--- src/rtl/rtc_keeper_pkg.sv ---
package rtc_keeper_pkg;

  // Word indices on the register bus
  localparam logic [2:0] IDX_SEC    = 3'd0;
  localparam logic [2:0] IDX_FRAC   = 3'd1;
  localparam logic [2:0] IDX_ALM_HI = 3'd2;
  localparam logic [2:0] IDX_ALM_LO = 3'd3;
  localparam logic [2:0] IDX_CTRL   = 3'd4;
  localparam logic [2:0] IDX_STAT   = 3'd5;
  localparam logic [2:0] IDX_IEN    = 3'd6;

  // Status bit positions
  localparam int unsigned ST_BUSY    = 10;
  localparam int unsigned ST_NEXT    = 9;
  localparam int unsigned ST_DONE    = 8;
  localparam int unsigned ST_ERR     = 7;
  localparam int unsigned ST_ALARM   = 4;
  localparam int unsigned ST_INVALID = 1;
  localparam int unsigned ST_VIOL    = 0;

  // Control bit position
  localparam int unsigned CTRL_RUN = 3;

  // Flags a status write may clear: {err, alarm, invalid, viol}
  typedef struct packed {
    logic err;
    logic alarm;
    logic invalid;
    logic viol;
  } clr_mask_t;

endpackage

--- src/rtl/rtc_wr_pipe.sv ---
module rtc_wr_pipe #(
  parameter int unsigned DW  = 32,
  parameter int unsigned LAT = 4
) (
  input  logic          clk,
  input  logic          rst_n,
  input  logic          wr_req,
  input  logic [2:0]    wr_idx,
  input  logic [DW-1:0] wr_data,
  output logic          busy,
  output logic          accept,
  output logic          drop,
  output logic          commit,
  output logic [2:0]    slot_idx,
  output logic [DW-1:0] slot_data
);
  localparam int unsigned CW = (LAT > 1) ? $clog2(LAT) : 1;

  logic [CW-1:0] cnt_q;

  assign accept = wr_req && !busy;
  assign drop   = wr_req && busy;
  assign commit = busy && (cnt_q == '0);

  always_ff @(posedge clk or negedge rst_n) begin
    if (!rst_n) begin
      busy      <= 1'b0;
      cnt_q     <= '0;
      slot_idx  <= '0;
      slot_data <= '0;
    end else if (busy) begin
      if (cnt_q == '0) busy <= 1'b0;
      else             cnt_q <= cnt_q - 1'b1;
    end else if (wr_req) begin
      busy      <= 1'b1;
      cnt_q     <= CW'(LAT - 1);
      slot_idx  <= wr_idx;
      slot_data <= wr_data;
    end
  end

  // Checker: length of the current busy run
  logic [CW+1:0] busy_run_q;
  always_ff @(posedge clk or negedge rst_n) begin
    if (!rst_n)    busy_run_q <= '0;
    else if (busy) busy_run_q <= busy_run_q + 1'b1;
    else           busy_run_q <= '0;
  end

  // a pending write commits within the fixed latency
  p_busy_bounded_r3: assert property (@(posedge clk) disable iff (!rst_n)
    busy_run_q <= (CW+2)'(LAT));

  // the pending slot holds still until it commits
  p_slot_hold_r3: assert property (@(posedge clk) disable iff (!rst_n)
    (busy && !commit) |=> ($stable(slot_idx) && $stable(slot_data)));

endmodule

--- src/rtl/rtc_status_flags.sv ---
module rtc_status_flags
  import rtc_keeper_pkg::*;
(
  input  logic      clk,
  input  logic      rst_n,
  input  logic      accept,
  input  logic      commit,
  input  logic      drop,
  input  clr_mask_t clr,
  input  logic      alarm_hit,
  input  logic      sec_viol,
  output logic      done,
  output logic      err,
  output logic      alarm,
  output logic      invalid,
  output logic      viol
);

  always_ff @(posedge clk or negedge rst_n) begin
    if (!rst_n) begin
      done    <= 1'b0;
      err     <= 1'b0;
      alarm   <= 1'b0;
      invalid <= 1'b1;
      viol    <= 1'b0;
    end else begin
      if (commit)      done <= 1'b1;
      else if (accept) done <= 1'b0;

      if (drop)         err <= 1'b1;
      else if (clr.err) err <= 1'b0;

      if (alarm_hit)      alarm <= 1'b1;
      else if (clr.alarm) alarm <= 1'b0;

      if (clr.invalid) invalid <= 1'b0;

      if (sec_viol)      viol <= 1'b1;
      else if (clr.viol) viol <= 1'b0;
    end
  end

  // the invalid flag is never raised again after reset
  p_invalid_no_rise_r9: assert property (@(posedge clk) disable iff (!rst_n)
    !$rose(invalid));

  // every commit leaves the complete flag set
  p_done_after_commit_r3: assert property (@(posedge clk) disable iff (!rst_n)
    commit |=> done);

endmodule

--- src/rtl/rtc_time_core.sv ---
module rtc_time_core
  import rtc_keeper_pkg::*;
#(
  parameter int unsigned DW = 32
) (
  input  logic          clk,
  input  logic          rst_n,
  input  logic          run_en,
  input  logic          tick,
  input  logic          commit,
  input  logic [2:0]    idx,
  input  logic [DW-1:0] data,
  output logic [DW-1:0] sec,
  output logic [DW-1:0] frac,
  output logic [DW-1:0] alm_hi,
  output logic [DW-1:0] alm_lo,
  output logic          hit
);

  logic seeded_q;
  logic running;
  logic step;
  logic wrap;

  assign running = run_en && seeded_q;
  assign step    = tick && running;
  assign wrap    = step && (frac == '1);
  assign hit     = (alm_hi != '1) && (sec == alm_hi) && (frac == alm_lo);

  always_ff @(posedge clk or negedge rst_n) begin
    if (!rst_n) begin
      sec      <= '0;
      frac     <= '0;
      alm_hi   <= '1;
      alm_lo   <= '1;
      seeded_q <= 1'b0;
    end else begin
      if (commit && idx == IDX_SEC) begin
        sec      <= data;
        seeded_q <= 1'b1;
      end else if (wrap) begin
        sec <= sec + DW'(1);
      end

      if (commit && idx == IDX_FRAC) frac <= data;
      else if (step)                 frac <= frac + DW'(1);

      if (commit && idx == IDX_ALM_HI) alm_hi <= data;
      if (commit && idx == IDX_ALM_LO) alm_lo <= data;
    end
  end

  // time cannot move before the seconds word is first written
  p_frozen_unseeded_r6: assert property (@(posedge clk) disable iff (!rst_n)
    (!seeded_q && !commit) |=> ($stable(sec) && $stable(frac)));

  // a sub-second wrap carries into the seconds word
  p_wrap_carry_r7: assert property (@(posedge clk) disable iff (!rst_n)
    (wrap && !commit) |=> ((sec == $past(sec) + DW'(1)) && (frac == '0)));

endmodule

--- src/rtl/rtc_keeper.sv ---
module rtc_keeper
  import rtc_keeper_pkg::*;
#(
  parameter int unsigned DW     = 32,
  parameter int unsigned WR_LAT = 4
) (
  input  logic          clk,
  input  logic          rst_n,
  input  logic          req_valid,
  input  logic          req_write,
  input  logic [2:0]    req_idx,
  input  logic [DW-1:0] req_wdata,
  input  logic          tick_en,
  input  logic          sec_viol,
  output logic          rsp_valid,
  output logic [DW-1:0] rsp_rdata,
  output logic          irq
);
  localparam logic [DW-1:0] IEN_MASK  = DW'((1 << ST_NEXT) | (1 << ST_DONE) |
                                            (1 << ST_ERR) | (1 << ST_ALARM));
  localparam logic [DW-1:0] CTRL_MASK = DW'(1 << CTRL_RUN);

  logic          busy, accept, drop, commit;
  logic [2:0]    slot_idx;
  logic [DW-1:0] slot_data;
  logic          f_done, f_err, f_alarm, f_invalid, f_viol;
  logic [DW-1:0] sec, frac, alm_hi, alm_lo;
  logic          hit;
  logic [DW-1:0] ctrl_q, ien_q, stat_word, rd_mux;
  clr_mask_t     clr;

  rtc_wr_pipe #(.DW(DW), .LAT(WR_LAT)) u_pipe (
    .clk(clk), .rst_n(rst_n),
    .wr_req(req_valid && req_write), .wr_idx(req_idx), .wr_data(req_wdata),
    .busy(busy), .accept(accept), .drop(drop), .commit(commit),
    .slot_idx(slot_idx), .slot_data(slot_data)
  );

  always_comb begin
    clr = '0;
    if (commit && slot_idx == IDX_STAT) begin
      clr.err     = slot_data[ST_ERR];
      clr.alarm   = slot_data[ST_ALARM];
      clr.invalid = slot_data[ST_INVALID];
      clr.viol    = slot_data[ST_VIOL];
    end
  end

  rtc_status_flags u_flags (
    .clk(clk), .rst_n(rst_n),
    .accept(accept), .commit(commit), .drop(drop), .clr(clr),
    .alarm_hit(hit), .sec_viol(sec_viol),
    .done(f_done), .err(f_err), .alarm(f_alarm),
    .invalid(f_invalid), .viol(f_viol)
  );

  rtc_time_core #(.DW(DW)) u_time (
    .clk(clk), .rst_n(rst_n),
    .run_en(ctrl_q[CTRL_RUN]), .tick(tick_en),
    .commit(commit), .idx(slot_idx), .data(slot_data),
    .sec(sec), .frac(frac), .alm_hi(alm_hi), .alm_lo(alm_lo), .hit(hit)
  );

  always_ff @(posedge clk or negedge rst_n) begin
    if (!rst_n) begin
      ctrl_q <= '0;
      ien_q  <= '0;
    end else if (commit) begin
      if (slot_idx == IDX_CTRL) ctrl_q <= slot_data & CTRL_MASK;
      if (slot_idx == IDX_IEN)  ien_q  <= slot_data & IEN_MASK;
    end
  end

  always_comb begin
    stat_word             = '0;
    stat_word[ST_BUSY]    = busy;
    stat_word[ST_NEXT]    = !busy;
    stat_word[ST_DONE]    = f_done;
    stat_word[ST_ERR]     = f_err;
    stat_word[ST_ALARM]   = f_alarm;
    stat_word[ST_INVALID] = f_invalid;
    stat_word[ST_VIOL]    = f_viol;
  end

  assign irq = |(stat_word & ien_q);

  always_comb begin
    case (req_idx)
      IDX_SEC:    rd_mux = sec;
      IDX_FRAC:   rd_mux = frac;
      IDX_ALM_HI: rd_mux = alm_hi;
      IDX_ALM_LO: rd_mux = alm_lo;
      IDX_CTRL:   rd_mux = ctrl_q;
      IDX_STAT:   rd_mux = stat_word;
      IDX_IEN:    rd_mux = ien_q;
      default:    rd_mux = '0;
    endcase
  end

  always_ff @(posedge clk or negedge rst_n) begin
    if (!rst_n) begin
      rsp_valid <= 1'b0;
      rsp_rdata <= '0;
    end else begin
      rsp_valid <= req_valid && !req_write;
      if (req_valid && !req_write) rsp_rdata <= rd_mux;
    end
  end

  // a write refused while busy raises the error flag
  p_drop_sets_err_r4: assert property (@(posedge clk) disable iff (!rst_n)
    (req_valid && req_write && busy) |=> f_err);

  // an all-ones alarm high word never raises the alarm flag
  p_alarm_unset_r8: assert property (@(posedge clk) disable iff (!rst_n)
    (alm_hi == '1 && !f_alarm) |=> !f_alarm);

endmodule

--- config.mk ---
export PLATFORM = sky130hd
export DESIGN_NAME = rtc_keeper
export DESIGN_NICKNAME = d
export VERILOG_FILES = /design/src/rtl/rtc_keeper_pkg.sv /design/src/rtl/rtc_wr_pipe.sv /design/src/rtl/rtc_status_flags.sv /design/src/rtl/rtc_time_core.sv /design/src/rtl/rtc_keeper.sv
export SDC_FILE = /design/constraint.sdc
export NUM_CORES = 1
export LEC_CHECK = 0
export ABC_AREA = 1
export ABC_CLOCK_PERIOD_IN_PS = 4100
export BUFFER_PORTS_ARGS = -buffer_cell sky130_fd_sc_hd__buf_2
export CAP_MARGIN = 40
export CORE_MARGIN = 2
export CORE_UTILIZATION = 60
export DETAILED_ROUTE_END_ITERATION = 10
export GPL_TIMING_DRIVEN = 1
export PLACE_DENSITY = 0.79
export RECOVER_POWER = 25
export SETUP_SLACK_MARGIN = 0.02
export SKIP_LAST_GASP = 1
export SLEW_MARGIN = 20
export SYNTH_ARGS = -nofsm -noshare
export SYNTH_HDL_FRONTEND = slang
export SYNTH_HIERARCHICAL = 1
export SYNTH_SLANG_ARGS = --single-unit
export TNS_END_PERCENT = 100
--- constraint.sdc ---
create_clock -name clk -period 4.1 [get_ports clk]
set_clock_uncertainty 0.15 [all_clocks]
set_input_delay 0.615 -clock clk [delete_from_list [all_inputs] [get_ports clk]]
set_output_delay 0.615 -clock clk [all_outputs]
set_load 0.05 [all_outputs]
==> impl_metrics.yaml, run 1 <==
synthesis:
  synth_top_cell_by_area: "dfrtp_1"
  syn_area_um2: 12600
  synth.distinct_cells: 39
  ys_ff_latch: 210
  netlist_top_cells_area: "dfrtp_1 (29%), nand2_1 (22%), dfstp_2 (14%), nand3_1 (4.6%), inv_1 (3.9%)"
  avgSynthCellArea_um2: 7.19
  netlist_instances: 1758
  synth_nets: 1802
  yosys.area.top_type_share_pct: 28.7
  yosysSeqAreaShare_pct: 42.2
  synth_warnings: 6
final_layout:
  area_delta_synth_final_pct: 9.48
  drive_gt1_share_pct: 15.1
  diodes: 0
  finalCoreUtilization_pct: 66.5
  fillers: 1905
  layout_commonest_cell: "nand2_1"
  nets: 1843
  instances_no_fill: 2092
  final_cell_mix: "nand2_1 (732), dfrtp_1 (145), inv_1 (131)"
  seq_area_um2: 5340
  multi_input_area_um2: 6320
die:
  core_um2: 20800
  die_x_um: 149
  dieArea_um2: 22200
  io-pin-count: 75
  rows: 53
  die_height_um: 149
  initial_utilization_pct: 60.7
grt:
  antenna_found_initial: 0
  grt_max_degree: 98
  grt_use_total_pct: 34.8
  grt_pass1_wl_um: 60300
  grt_pass1_vias: 11039
  gr-total-overflow: 0
sta:
  maxSlewViolCount: 93
  setup_slack_ns: 1.20
  whs_ns: 0.122
  post-route-min-period_ns: 2.90
  setup_viol: 0
  slew_headroom_pct: -21.1
  final.period_utilization_pct: 70.8
  tns_ns: 0
  grt_setup_unrepaired: "no"
  hold_viol: 0
  worstMarginPinSlew_ns: 1.82
  fmax_mhz: 344
drt:
  firstDrtPassIters: 6
  vias: 12083
  post_drt_wl_per_cell_um: 18.5
  first_iter_violations: 1246
  antenna_left: 0
  remaining_drc_errors: 0
  avgViaCountPerCell: 5.78
  routed_wl_um: 38600
setup_path:
  critPathKind: "in2reg"
  cp-startpoint: "req_write"
  crit_path_cell_trace: "buf_2 > nor2_2 > clkbuf_1 > inv_2 > nand2_1 > nand2_1"
  required_ns: 4.36
  worst-r2r-setup-slack_ns: 1.41
  worstReg2RegStart: "u_pipe/cnt_q[0]$_DFFE_PN0P_"
  slowest_delay_ns: 1.30
  critPathMaxFanout: 34
  r2r_end: "u_time/sec[12]$_DFFE_PN0P_"
  endpoint_kind: "flip-flop"
  cp-start-kind: "primary input"
  cpMaxStageDelayCell: "clkbuf_1"
  worst-r2r-cell-count: 11
  cpMostUsedCell: "nand2_1"
  crit_end: "rsp_rdata[26]$_DFFE_PN0P_"
  arrival_ns: 3.17
clock_network:
  cts-root-buf: "clkbuf_16"
  clk_latency_ns: 0.53
  clk_pin_slew_ns: 0.06
  cts-buffers-inserted: 24
  clockBufferDepth: 3
  cts_sinks: 210
  h-tree-depth: 1
  cts_tree: "built"
placed_design:
  hpwl_um: 27000
  dp_cells: 2046
  port_buffers: 74
  gp_congestion: 0.982
  dpl_worst_slack_ns: 1.43
power:
  p_leak_nw: 6.78
  peakVddDrop_v: 0.000437
  powerDensity_nw_per_um2: 699
run_status:
  violations: "capacitance limit, slew limit"
  status: "complete, but fails checks"
worst_hold_path:
  hp-class: "in2reg"
flow_run:
  drv_cap: 2
worst min path at each step:
stage / startpoint / endpoint / slack [ns] / cells after the start
after global placement: u_flags/invalid$_DFFE_PN1P_ / u_flags/invalid$_DFFE_PN1P_ / 0.29 / 2
after floorplan: rst_n / ctrl_q[3]$_DFFE_PN0P_ / 0.17 / 0
after detailed placement: u_flags/invalid$_DFFE_PN1P_ / u_flags/invalid$_DFFE_PN1P_ / 0.30 / 2
final: sec_viol / u_flags/viol$_DFFE_PN0P_ / 0.12 / 3
after global routing: req_wdata[17] / u_pipe/slot_data[17]$_DFFE_PN0P_ / 0.14 / 3
after CTS: rst_n / rsp_valid$_DFF_PN0_ / 0.09 / 1
where the power goes:
part	internal, mW	switching (mW)	total (mW)
Sequential	2.98	1.43	4.41
Clock	1.32	0.871	2.19
Combinational	1.14	1.92	3.06
worst max-delay path: cells and delay by family:
family | cells | cell delay (ns)
buffers and inverters | 3 | 2.14
and+or+nand+nor | 3 | 0.39
metrics by stage:
stage | power [mW] | cell area (um^2)
finish | 9.67 | 13800
global route | 10.2 | 13800
CTS | 9.55 | 13800
detailed placement | 7.35 | 13000
global placement | 7.24 | 13000
floorplan | 6.19 | 12600
routing by layer:
layer | wire length, um | GRT usage, %
met1 | 16300 | 52.2
met2 | 16800 | 50.3
met3 | 4350 | 6.94
met4 | 1180 | 12.3
met5 | 0 | 0
synth_stat cells, drive strengths merged:
| cell | instances |
|---|---|
| clkbuf | 31 |
| o22ai | 8 |
| ha | 3 |
| a22oi | 1 |
| nor3 | 7 |
| o221ai | 2 |
| o211ai | 4 |
| dfstp | 65 |
| clkinv | 1 |
| inv | 143 |
| o21bai | 2 |
| nand3 | 136 |
| buf | 42 |
| o21ai | 104 |
| nor2 | 127 |
| xor2 | 22 |
| xnor2 | 56 |
| dfrtp | 145 |
| or2 | 6 |
| nand2 | 762 |
| nand4 | 73 |
| a21oi | 9 |
| and2 | 1 |
| nand3b | 8 |
layout make-up:
cell class                 instances  share of cell area (%)
clock buffer                      40                    5.51
clock inverter                     4                   0.326
inverter                         144                    3.91
multi-input combinational       1331                    45.7
sequential                       210                    38.6
tap                              275                    2.49
timing repair buffer              88                    3.54
registers in the layout (all words and copies together), names as in the netlist, 2 cells and up:
signal / flops
u_pipe/slot_data: 32
u_time/sec: 32
rsp_rdata: 32
u_pipe/slot_idx: 3
u_time/alm_lo: 32
u_time/frac: 32
u_time/alm_hi: 32
u_pipe/cnt_q: 2
ien_q: 4
repair_timing:
item,in CTS,in global routing
resized for setup,0,0
hold endpoints to repair,0,30
setup endpoints to repair,0,0
hold buffers,0,1
buffers inserted,0,0
kinds of logic (layout without fill, tap and decap cells):
family,Yosys count,in the layout,share of synthesized area [%]
AND/OR/NAND/NOR,1120,1120,38.7
adder cells (fa/ha/maj),3,3,0.297
XOR/XNOR,78,78,5.41
AO/OA/AOI/OAI,130,130,5.45
buffers and inverters,217,276,7.87
flip-flops,210,210,42.2
Note: power is estimated with default switching activity, not from simulation.
==> run 2: changes to the inputs <==
ABC_CLOCK_PERIOD_IN_PS = 2900   (was 4100)
clock period = 2.9 ns   (was 4.1 ns; I/O delays follow)
==> run 2 against run 1 <==
Net effect: the flow still finishes with violations (capacitance limit, slew limit); setup slack got worse by 0.82 ns; sequential cell count unchanged; hold slack worse by 0.038 ns; register-to-register slack got worse by 1.0 ns; die area stayed put; sequential power up 39%; critical path depth increased by 6; core utilization rose by 2.1 points; clock-buffer cell count down 10; critical endpoint is now u_time/frac[27]$_DFFE_PN0P_.
==> impl_metrics.yaml, run 2 (synthesis results as in run 1) <==
run_status:
  status: "complete, but fails checks"
  violations: "capacitance limit, slew limit"
die:
  dieArea_um2: 22200
  io-pin-count: 75
  initial_utilization_pct: 60.7
  core_um2: 20800
  die_x_um: 149
  die_height_um: 149
  rows: 53
final_layout:
  final_cell_mix: "nand2_1 (732), dfrtp_1 (145), inv_1 (131)"
  nets: 1886
  layout_commonest_cell: "nand2_1"
  drive_gt1_share_pct: 15.5
  diodes: 0
  area_delta_synth_final_pct: 13.0
  final_area_um2: 14300
  fillers: 1781
sta:
  final.period_utilization_pct: 87.2
  tns_ns: 0
  grt_setup_unrepaired: "no"
  slew_headroom_pct: -11.8
  setup_slack_ns: 0.372
  whs_ns: 0.0839
  fmax_mhz: 396
  hold_viol: 0
  worstMarginPinSlew_ns: 1.68
  maxSlewViolCount: 38
  setup_viol: 0
  post-route-min-period_ns: 2.53
setup_path:
  slowest_delay_ns: 0.38
  arrival_ns: 2.78
  cp-start-kind: "flip-flop"
  crit_path_cell_trace: "inv_1 > ha_1 > nand2_1 > inv_1 > inv_1 > nor2_2 > nand3_2 > o21ai_2 > inv_2 > nand2_1 > nand2_1 > o21bai_1"
  critPathMaxFanout: 19
  cpMaxStageDelayCell: "dfrtp_1"
  required_ns: 3.15
  critPathKind: "reg2reg"
  endpoint_kind: "flip-flop"
power:
  pwr-share-seq_pct: 44.3
  p_leak_nw: 6.99
  clockPowerShare_pct: 23.3
  p_comb_share_pct: 32.4
  powerDensity_nw_per_um2: 967
  p_int_mw: 7.88
  peakVddDrop_v: 0.000752
  p_switching_mw: 5.93
  power_switching_share_pct: 42.9
drt:
  post_drt_wl_per_cell_um: 18.1
  routed_wl_um: 38600
  avgViaCountPerCell: 5.76
  firstDrtPassIters: 6
  vias: 12297
  antenna_left: 0
  first_iter_violations: 1389
  remaining_drc_errors: 0
clock_network:
  clk_latency_ns: 0.53
  cts-buffers-inserted: 24
  hold_buffers: 34
  h-tree-depth: 1
  clk_pin_slew_ns: 0.06
  cts_sinks: 210
  clockBufferDepth: 3
  postCtsSetupBuffers: 0
  cts-root-buf: "clkbuf_16"
  ctsResizeCount: 0
  cts_tree: "built"
placed_design:
  placed_area_um2: 13100
  dpl_worst_slack_ns: 0.446
  port_buffers: 74
  hpwl_um: 26800
  gp_congestion: 1.01
grt:
  grt_max_degree: 77
  grt_pass1_vias: 11294
  grt_use_total_pct: 35.0
  gr-total-overflow: 0
  antenna_found_initial: 0
  grt_pass1_wl_um: 61000
flow_run:
  drv_cap: 1
worst_hold_path:
  hp-class: "in2reg"
==> run 2: final cells by class <==
type / count / area [um^2] / area share, %
Clock buffer: 30 / 664 / 4.65
Clock inverter: 14 / 170 / 1.19
Inverter: 144 / 541 / 3.78
Multi-Input combinational cell: 1331 / 6320 / 44.2
Sequential cell: 210 / 5340 / 37.4
Tap cell: 275 / 344 / 2.41
Timing Repair Buffer: 131 / 907 / 6.35
==> run 2: power by group through the flow <==
stage	Combinational [mW]	Sequential [mW]	Clock, mW
floorplan	3.10	5.65	0
global placement	4.18	6.04	0
detailed placement	4.32	6.05	0
CTS	4.39	6.03	3.25
global route	5.00	6.27	3.37
finish	4.48	6.12	3.22
==> run 2: per-layer routing <==
metal | routed length, um | track usage [%]
met1 | 16200 | 51.4
met2 | 17000 | 52.5
met3 | 4350 | 7.43
met4 | 1100 | 10.4
met5 | 0 | 0
==> run 2: worst paths after layout <==
kind,start,end,slack [ns],depth (start not counted)
max,u_pipe/cnt_q[0]$_DFFE_PN0P_,u_time/frac[27]$_DFFE_PN0P_,0.37,12
min,req_write,rsp_rdata[7]$_DFFE_PN0P_,0.08,4
max reg2reg,u_pipe/cnt_q[0]$_DFFE_PN0P_,u_time/frac[27]$_DFFE_PN0P_,0.37,12
min reg2reg,rsp_rdata[30]$_DFFE_PN0P_,rsp_rdata[30]$_DFFE_PN0P_,0.32,2
max in group asynchronous,rst_n,u_pipe/slot_data[12]$_DFFE_PN0P_,0.64,3
min in group asynchronous,rst_n,rsp_rdata[12]$_DFFE_PN0P_,0.35,2
==> run 2: critical path, delay by kind of cell (launching register included) <==
kind                     cells  cell delay [ns]
flip-flops                   1             0.38
AND/OR/NAND/NOR              5             0.70
buffers and inverters        4             0.56
AO/OA/AOI/OAI                2             0.43
adder cells (fa/ha/maj)      1             0.17
==> run 2: per-stage QoR <==
step,std cells,power [mW],util [%]
2_1_floorplan,1758,8.75,-
3_3_place_gp,2057,10.2,63.1
3_5_place_dp,2057,10.4,63.1
4_1_cts,2135,13.7,68.7
5_1_grt,2135,14.6,68.6
6_report,2135,13.8,68.6
